File: src/rtl/tre_pkg.sv
// Shared types for the tick range extender.
package tre_pkg;
    typedef enum logic [0:0] {
        ST_IDLE   = 1'b0,   // waiting for a query
        ST_REEVAL = 1'b1    // word just refreshed, result pending
    } tre_state_e;
endpackage

File: src/rtl/tre_compare.sv
// Compares the tick's upper byte against the remembered byte and forms
// the next extension word. Purely combinational; assumes the caller
// writes the word only when hit is low.
module tre_compare #(
    parameter int TICK_W  = 32,
    parameter int MATCH_W = 8,
    parameter int EXT_W   = 24
) (
    input  logic [TICK_W-1:0]  tick,
    input  logic [MATCH_W-1:0] match_q,
    input  logic [EXT_W-1:0]   count_q,
    output logic               hit,
    output logic               rollover,
    output logic [MATCH_W-1:0] nxt_match,
    output logic [EXT_W-1:0]   nxt_count
);
    localparam int TOP_LSB = TICK_W - MATCH_W;

    logic [MATCH_W-1:0] top;

    // Decide match / wrap and build the refreshed word.
    always_comb begin
        top       = tick[TICK_W-1:TOP_LSB];
        hit       = (top == match_q);
        rollover  = !hit && (top < match_q);
        nxt_match = top;
        nxt_count = count_q + EXT_W'(rollover);
    end
endmodule

File: src/rtl/tre_word_reg.sv
// Holds the extension word: remembered upper byte and wrap count.
// Assumes init_match is the live tick's upper byte during reset.
module tre_word_reg #(
    parameter int MATCH_W = 8,
    parameter int EXT_W   = 24
) (
    input  logic               clk,
    input  logic               rst_n,
    input  logic [MATCH_W-1:0] init_match,
    input  logic               wr_en,
    input  logic [MATCH_W-1:0] nxt_match,
    input  logic [EXT_W-1:0]   nxt_count,
    output logic [MATCH_W-1:0] match_q,
    output logic [EXT_W-1:0]   count_q
);
    // Seed on reset, refresh on write.
    always_ff @(posedge clk) begin
        if (!rst_n) begin
            match_q <= init_match;
            count_q <= '0;
        end else if (wr_en) begin
            match_q <= nxt_match;
            count_q <= nxt_count;
        end
    end
endmodule

File: src/rtl/tick_range_extender.sv
// Extends a free-running tick with a lazily maintained wrap count.
// Assumes at least one query per full tick wrap period and a single owner.
module tick_range_extender #(
    parameter int TICK_W  = 32,
    parameter int MATCH_W = 8,
    parameter int EXT_W   = 24,
    localparam int OUT_W  = TICK_W + EXT_W
) (
    input  logic              clk,
    input  logic              rst_n,
    input  logic [TICK_W-1:0] tick_i,
    input  logic              query_i,
    output logic [OUT_W-1:0]  ext_tick_o,
    output logic              valid_o
);
    import tre_pkg::*;

    localparam int TOP_LSB = TICK_W - MATCH_W;

    tre_state_e         state;
    logic [TICK_W-1:0]  snap_q;
    logic [OUT_W-1:0]   ext_q;
    logic               valid_q;
    logic [MATCH_W-1:0] match_q;
    logic [EXT_W-1:0]   count_q;
    logic               hit;
    logic               rollover;
    logic [MATCH_W-1:0] nxt_match;
    logic [EXT_W-1:0]   nxt_count;
    logic               wr_en;
    logic [TICK_W-1:0]  cmp_tick;
    logic [MATCH_W-1:0] tick_top;

    // Compare live tick when idle, captured tick when re-evaluating.
    always_comb begin
        cmp_tick = (state == ST_IDLE) ? tick_i : snap_q;
        tick_top = tick_i[TICK_W-1:TOP_LSB];
        wr_en    = (state == ST_IDLE) && query_i && !hit;
    end

    tre_compare #(.TICK_W(TICK_W), .MATCH_W(MATCH_W), .EXT_W(EXT_W)) u_cmp (
        .tick      (cmp_tick),
        .match_q   (match_q),
        .count_q   (count_q),
        .hit       (hit),
        .rollover  (rollover),
        .nxt_match (nxt_match),
        .nxt_count (nxt_count)
    );

    tre_word_reg #(.MATCH_W(MATCH_W), .EXT_W(EXT_W)) u_word (
        .clk        (clk),
        .rst_n      (rst_n),
        .init_match (tick_top),
        .wr_en      (wr_en),
        .nxt_match  (nxt_match),
        .nxt_count  (nxt_count),
        .match_q    (match_q),
        .count_q    (count_q)
    );

    // Sequence queries and register results.
    always_ff @(posedge clk) begin
        if (!rst_n) begin
            state   <= ST_IDLE;
            snap_q  <= '0;
            ext_q   <= '0;
            valid_q <= 1'b0;
        end else begin
            valid_q <= 1'b0;
            case (state)
                ST_IDLE: begin
                    if (query_i) begin
                        if (hit) begin
                            ext_q   <= {count_q, tick_i};
                            valid_q <= 1'b1;
                        end else begin
                            snap_q <= tick_i;
                            state  <= ST_REEVAL;
                        end
                    end
                end
                default: begin
                    ext_q   <= {count_q, snap_q};
                    valid_q <= 1'b1;
                    state   <= ST_IDLE;
                end
            endcase
        end
    end

    assign ext_tick_o = ext_q;
    assign valid_o    = valid_q;

    // reported tick's upper byte agrees with the remembered byte
    assert_out_match_R2: assert property (@(posedge clk) disable iff (!rst_n)
        valid_o |-> (ext_tick_o[TICK_W-1:TOP_LSB] == match_q));

    // a hit answers next cycle and leaves the word alone
    assert_hit_latency_R3: assert property (@(posedge clk) disable iff (!rst_n)
        (state == ST_IDLE && query_i && hit) |=>
        (valid_o && count_q == $past(count_q) && match_q == $past(match_q)));

    // an inferred wrap bumps the count by one
    assert_rollover_inc_R4: assert property (@(posedge clk) disable iff (!rst_n)
        (wr_en && rollover) |=> (count_q == EXT_W'($past(count_q) + 1'b1)));

    // any refresh takes the live upper byte
    assert_match_refresh_R5: assert property (@(posedge clk) disable iff (!rst_n)
        wr_en |=> (match_q == $past(tick_top)));

    // update path answers one cycle later
    assert_update_wait_R6: assert property (@(posedge clk) disable iff (!rst_n)
        wr_en |=> (!valid_o && state == ST_REEVAL));
    assert_update_done_R6: assert property (@(posedge clk) disable iff (!rst_n)
        (state == ST_REEVAL) |=> valid_o);

    // a query during re-evaluation does not touch the word
    assert_busy_ignore_R8: assert property (@(posedge clk) disable iff (!rst_n)
        (state == ST_REEVAL && query_i) |=>
        (match_q == $past(match_q) && count_q == $past(count_q)));
endmodule

File: config.mk
export PLATFORM = sky130hd
export DESIGN_NAME = tick_range_extender
export DESIGN_NICKNAME = d
export VERILOG_FILES = /design/src/rtl/tre_pkg.sv /design/src/rtl/tre_compare.sv /design/src/rtl/tre_word_reg.sv /design/src/rtl/tick_range_extender.sv
export SDC_FILE = /design/constraint.sdc
export NUM_CORES = 1
export LEC_CHECK = 0
export BUFFER_PORTS_ARGS = -buffer_cell sky130_fd_sc_hd__buf_2
export CAP_MARGIN = 20
export CORE_MARGIN = 2
export CORE_UTILIZATION = 35
export DETAILED_ROUTE_END_ITERATION = 10
export GPL_TIMING_DRIVEN = 0
export PLACE_DENSITY = 0.52
export SETUP_SLACK_MARGIN = 0.02
export SYNTH_ARGS = -nofsm -noshare
export SYNTH_HDL_FRONTEND = slang
export SYNTH_SLANG_ARGS = --single-unit
File: constraint.sdc
create_clock -name clk -period 3.9 [get_ports clk]
set_input_delay 0.195 -clock clk [delete_from_list [all_inputs] [get_ports clk]]
set_output_delay 0.195 -clock clk [all_outputs]
set_load 0.005 [all_outputs]
== Word-level counts from Yosys, hierarchy flattened ==
Cells that the tools add are included.

* Add/sub/neg operators: 1
* Order comparisons: 1
* Equal/unequal tests: 2
* Muxes and demuxes: 10
* Bitwise gates (word level): 4
* Reductions and logical operators: 9

{| class="wikitable"
|+ Operators by type and width
! cell !! number
|-
| $mux 56 || 3
|-
| $mux 32 || 1
|-
| $add 24x1->24 || 1
|-
| $mux 8 || 2
|-
| $eq 8x8->1 || 1
|-
| $lt 8x8->1 || 1
|-
| $mux 1 || 4
|-
| $not 1->1 || 4
|-
| $reduce_bool 2->1 || 2
|-
| $logic_and 1x1->1 || 3
|-
| $reduce_and 3->1 || 1
|-
| $reduce_or 3->1 || 1
|-
| $ne 2x1->1 const B || 1
|-
| $reduce_and 2->1 || 1
|-
| $logic_not 1->1 || 1
|}

* Register bits: 122
* Bits of input ports: 35
* Output and inout port bits: 57

== Longest topological paths before layout ==
* Word-level depth: 6
* Mapped depth: 18
* Gate-level depth less buffers: 15

== By module ==
Synthesis repeated with hierarchy kept, for this count alone.

* Cell total of the unflattened synthesis: 597
* Area total of the unflattened synthesis: 6104.6 µm²

{| class="wikitable"
|+ By module, submodules not included
! module !! times used !! cells an instance !! area each (µm²) !! sequential area each (µm²)
|-
| tick_range_extender || 1 || 399 || 4048.9 || 1801.7
|-
| tre_word_reg || 1 || 96 || 1307.5 || 720.7
|-
| tre_compare || 1 || 102 || 748.2 || 0.0
|}

== Worst setup path after synthesis ==
Ideal clock, no wire load.

* Path kind: register -> register
* From: register state
* To: register u_word.count_q[12]
* Arrival: 3904 ps
* Required time: 3830 ps
* Setup slack: -74 ps
* Stages on the path, launching flop included: 18
* Buffers on the path: 3
* Cell sequence: dfxtp_1 > clkbuf_1 > buf_2 > mux2i_1 > inv_1 > ha_1 > and4_1 > a2111oi_0 > a21oi_1 > o211a_1 > a211oi_1 > ha_1 > ha_1 > inv_1 > a211o_1 > clkbuf_1 > or3_1 > a21boi_1

* Longest elaborated chain between the ends: 5
* Elaborated cells between the ends (all ways): 9
* Classes of those cells: add/sub (1); order compare (1); eq/ne (1); mux (1); bitwise (1); reduce/logical (4)

{| class="wikitable"
|+ RTL lines
! what !! RTL line !! source
|-
| start: declaration || tick_range_extender.sv:20 || <nowiki>tre_state_e state;</nowiki>
|-
| start signal: assignment || tick_range_extender.sv:65 || <nowiki>state <= ST_IDLE;</nowiki>
|-
| start signal: assignment || tick_range_extender.sv:79 || <nowiki>state <= ST_REEVAL;</nowiki>
|-
| start signal: assignment || tick_range_extender.sv:86 || <nowiki>state <= ST_IDLE;</nowiki>
|-
| $mux 32 (*) || tick_range_extender.sv:36 || <nowiki>cmp_tick = (state == ST_IDLE) ? tick_i : snap_q;</nowiki>
|-
| net cmp_tick[27] || tick_range_extender.sv:31 || <nowiki>logic [TICK_W-1:0] cmp_tick;</nowiki>
|-
| branches (longest 4 deep; another with $add 24x1->24) || n/a ||
|-
| end signal: assignment || tre_word_reg.sv:23 || <nowiki>count_q <= nxt_count;</nowiki>
|-
| end: declaration || tre_word_reg.sv:14 || <nowiki>output logic [EXT_W-1:0] count_q</nowiki>
|}

Mark *: on every way through the listed nets, which the timed path passes.
A chain may end at the register's enable or synchronous reset.

== Worst setup path in the final report ==
Same ends and word-level chain as after synthesis.

==> qor_table.md <==
| Parameter | This run |
| --- | --- |
| CTS tree | yes |
| Final sum of negative setup slack | 0 ns |
| Fill cell instance count of the final layout | 1460 |
| Vias post-DR | 4413 |
| Async S/R FF share, synth | 0% |
| Routed WL | 13400 um |
| Fmax | 0.272 GHz |
| Setup crit start kind | register |
| Top cells by area, synth | sky130_fd_sc_hd__dfxtp_1, sky130_fd_sc_hd__nand2_1, sky130_fd_sc_hd__o211a_1 |
| Arrival @ worst endpoint | 4.02 ns |
| Die outline height | 127 um |
| Routed vias/inst | 4.91 |
| Wire length per cell | 14.9 um |
| Post-synthesis adder-cell area fraction | 2.35% |
| Most common flop cell mapped by yosys | sky130_fd_sc_hd__dfxtp_1 |
| Number of synthesized register bits | 122 |
| FP Rows | 45 |
| Worst setup EP type | register |
| PwrDens | 482 nW/um2 |
| Initial cell density of the core | 35.5% |
| Hold/Removal Path Class | primary input to register |
| Status | finished, final reports clean |
| Post-synthesis share of cell area spent on xor and xnor gates | 3.45% |
| Number of global-route vias before repair | 4429 |
| Sum of overflow across all layers after global routing | 0 |
| Layout cell share with drive strength beyond 1 | 21.2% |
| Deepest level of the CTS H-tree | 4 |
| Relative slew slack | 44.3% |
| Number of antenna violations at the first check in global routing | 0 |
| Final hold violation count | 0 |
| Required time at the endpoint of the critical path | 4.25 ns |
| Number of iterations in the first detailed-routing pass | 4 |
| Slew at the pin closest to its max-slew limit | 0.836 ns |
| Sequential element share of the synthesized area | 47.3% |
| Placed wire-length estimate after detailed placement | 9630 um |
| Number of enable-type register cells in the synthesized netlist | 8 |
| Main combinational cell family by area after synthesis | simple AND/OR/NAND/NOR gates |
| Routability congestion estimate from global placement | 0.794 |
| Insertion delay of the later-clocked pin in the worst-skew pair | 0.42 ns |
| Netlist area before placement | 5330 um2 |
| RSZ-0062 raised after global routing | false |
| Final count of negative-setup-slack endpoints | 0 |
| Sink Count | 122 |
| Buffer levels on the longest clock path | 2 |
| Clock buffer count from CTS | 17 |
| Number of distinct library cell variants in the gate-level netlist after synthesis | 39 |
| Kind of critical path | register to register |
| Buffers on Ports | 90 |
| Number of warnings reported in the yosys synthesis log | 0 |
| First-pass GRT wire length | 22100 um |
| Synthesis-to-finish area growth | 27.5% |
| Pin count of the biggest net entering global routing | 17 |
| Mean area per synthesized cell | 9.13 um2 |
| Die footprint | 16200 um2 |
| Number of antenna-violating nets in the routed design | 0 |
| Top fanout value on the critical path | 5 |
| Share of the synthesized area in the top cell type | 42.8% |
| Gate Count Post-Synth | 584 |
| Total cell area at the placement stage | 6020 um2 |
| GRT Util Overall | 17.4% |
| Die width | 127 um |
| Fraction of synthesized area in multiplexers | 6.01% |
| Biggest area consumer among synthesized cells | sky130_fd_sc_hd__dfxtp_1 |
| Max-cap violation count | 0 |
| Post-synthesis compound-gate area fraction | 16.7% |
| Crit path time final | 3.67 ns |
| Final count of pins violating max slew | 0 |
| Max IR drop VDD | 337 uV |
| Net count of the mapped netlist | 629 |
| DRT iter0 DRCs | 146 |
| Count of pins on the block boundary | 92 |
| Number of DRC violations after detailed routing | 0 |
| Total of hold buffers inserted after clock tree synthesis | 0 |
| N_diodes | 0 |
| Leakage component of the power | 3.15 nW |
| Clock slew at reported path FFs | 0.05 ns |
| Clk_skew | 0.00676 ns |
| Final-stage net count | 743 |
| Ratio of final minimum period to clock period | 94.2% |
| Design area | 6790 um2 |
| Fraction of the mapped netlist area in simple logic gates | 19.6% |
| Clock Tree Root | sky130_fd_sc_hd__clkbuf_16 |
| Core outline area | 15000 um2 |
==> stage by stage <==
step	total power, mW	utilization, %	hold slack [ns]	std cells	setup WS [ns]
finish	3.27	45.2	0.0307	899	0.228
global route	3.41	45.2	0.0217	899	0.0405
CTS	3.30	44.6	0.0115	895	0.0314
detailed placement	1.66	40.0	0.448	862	-0.497
global placement	1.65	40.0	0.439	862	-0.447
floorplan	1.55	-	0.330	584	0.118
==> cells by family (layout without fill, tap and decap cells) <==
logic type               Yosys count  after routing
AND/OR/NAND/NOR                  225            225
flip-flops                       122            122
AO/OA/AOI/OAI                    112            113
buffers and inverters             62            188
multiplexers                      32             32
XOR/XNOR                          21             21
adder cells (fa/ha/maj)           10             10
==> final timing paths <==
kind | from | endpoint | slack (ns) | depth (start not counted)
setup / recovery | state | u_word.count_q[12] | 0.23 | 16
hold reg to reg | ext_tick_o[33] | ext_tick_o[33] | 0.45 | 2
hold / removal | tick_i[6] | snap_q[6] | 0.03 | 3
setup reg to reg | state | u_word.count_q[12] | 0.23 | 16
==> cells in the final DEF (no fill, tap or decap), drive strengths merged, types with 2 or more instances in the layout <==
| master | instances |
|---|---|
| nor2 | 11 |
| buf | 102 |
| o211a | 33 |
| clkinv | 3 |
| nand2 | 153 |
| nor3 | 9 |
| and4 | 5 |
| xnor2 | 11 |
| a21oi | 11 |
| clkbuf | 58 |
| mux2i | 32 |
| and2 | 23 |
| inv | 22 |
| dfxtp | 114 |
| ha | 10 |
| bufinv | 3 |
| a211o | 2 |
| a21boi | 60 |
| xor2 | 10 |
| edfxtp | 8 |
| nand3 | 8 |
| nor4 | 2 |
| o21ai | 3 |
| nand4 | 7 |
==> Yosys cell counts (2+ instances only) <==
master	number
sky130_fd_sc_hd__a21boi_0	37
sky130_fd_sc_hd__a21boi_1	23
sky130_fd_sc_hd__a21oi_1	11
sky130_fd_sc_hd__and2_1	23
sky130_fd_sc_hd__and4_1	5
sky130_fd_sc_hd__buf_1	2
sky130_fd_sc_hd__buf_2	3
sky130_fd_sc_hd__clkbuf_1	35
sky130_fd_sc_hd__dfxtp_1	114
sky130_fd_sc_hd__edfxtp_1	8
sky130_fd_sc_hd__ha_1	10
sky130_fd_sc_hd__inv_1	21
sky130_fd_sc_hd__mux2i_1	32
sky130_fd_sc_hd__nand2_1	153
sky130_fd_sc_hd__nand3_1	8
sky130_fd_sc_hd__nand4_1	6
sky130_fd_sc_hd__nor2_1	11
sky130_fd_sc_hd__nor3_2	8
sky130_fd_sc_hd__nor4_1	2
sky130_fd_sc_hd__o211a_1	33
sky130_fd_sc_hd__o21ai_0	2
sky130_fd_sc_hd__xnor2_1	11
sky130_fd_sc_hd__xor2_1	10
==> flip-flops by register name, summed over array words and instances, names as in the netlist <==
| name | count |
|---|---|
| ext_tick_o | 56 |
| u_word.count_q | 24 |
| state | 1 |
| valid_o | 1 |
| snap_q | 32 |
| u_word.match_q | 8 |
==> final cells by class <==
| type | count | area, um2 | share of cell area, % |
|---|---|---|---|
| sequential | 122 | 2520 | 37.1 |
| inverter | 21 | 78.8 | 1.16 |
| multi-input combinational | 401 | 2680 | 39.4 |
| timing repair buffer | 95 | 488 | 7.18 |
| clock inverter | 7 | 111 | 1.64 |
| clock buffer | 25 | 495 | 7.29 |
| tap | 188 | 235 | 3.46 |
| buffer | 40 | 188 | 2.76 |
==> power breakdown <==
group          switching, mW  total (mW)  leakage [nW]  internal, mW
combinational          0.179       0.316          1.84         0.138
clock                  0.543        1.61         0.302          1.07
sequential            0.0279        1.35          1.01          1.32
==> per-layer routing <==
layer	wire (um)	part of all wire (%)	vias up	global-route usage (%)
li1	-	-	2199	-
met1	5870	44	2103	20.7
met2	6570	49	92	29.4
met3	721	5.4	19	5.36
met4	230	1.7	0	6.79
met5	0	0	-	0
==> worst max-delay path, stage by stage, from the launching register on <==
cell and delay [ns]:
sky130_fd_sc_hd__dfxtp_1 0.34, sky130_fd_sc_hd__buf_8 0.12, sky130_fd_sc_hd__buf_12 0.12, sky130_fd_sc_hd__mux2i_4 0.24
sky130_fd_sc_hd__inv_1 0.07, sky130_fd_sc_hd__ha_1 0.31, sky130_fd_sc_hd__and4_4 0.24, sky130_fd_sc_hd__a2111oi_4 0.30
sky130_fd_sc_hd__a21oi_1 0.12, sky130_fd_sc_hd__o211a_1 0.22, sky130_fd_sc_hd__a211oi_2 0.21, sky130_fd_sc_hd__ha_2 0.24
sky130_fd_sc_hd__ha_4 0.16, sky130_fd_sc_hd__inv_1 0.06, sky130_fd_sc_hd__a211o_4 0.36, sky130_fd_sc_hd__or3_1 0.36
sky130_fd_sc_hd__a21boi_1 0.14
==> what timing repair did <==
action                     4_1_cts  5_1_grt
setup endpoints to repair       19       15
pin swaps                        1        3
buffers inserted                 2        3
cloned                           0        1
gates resized for setup         17        8
Note: power is estimated with default switching activity, not from simulation.
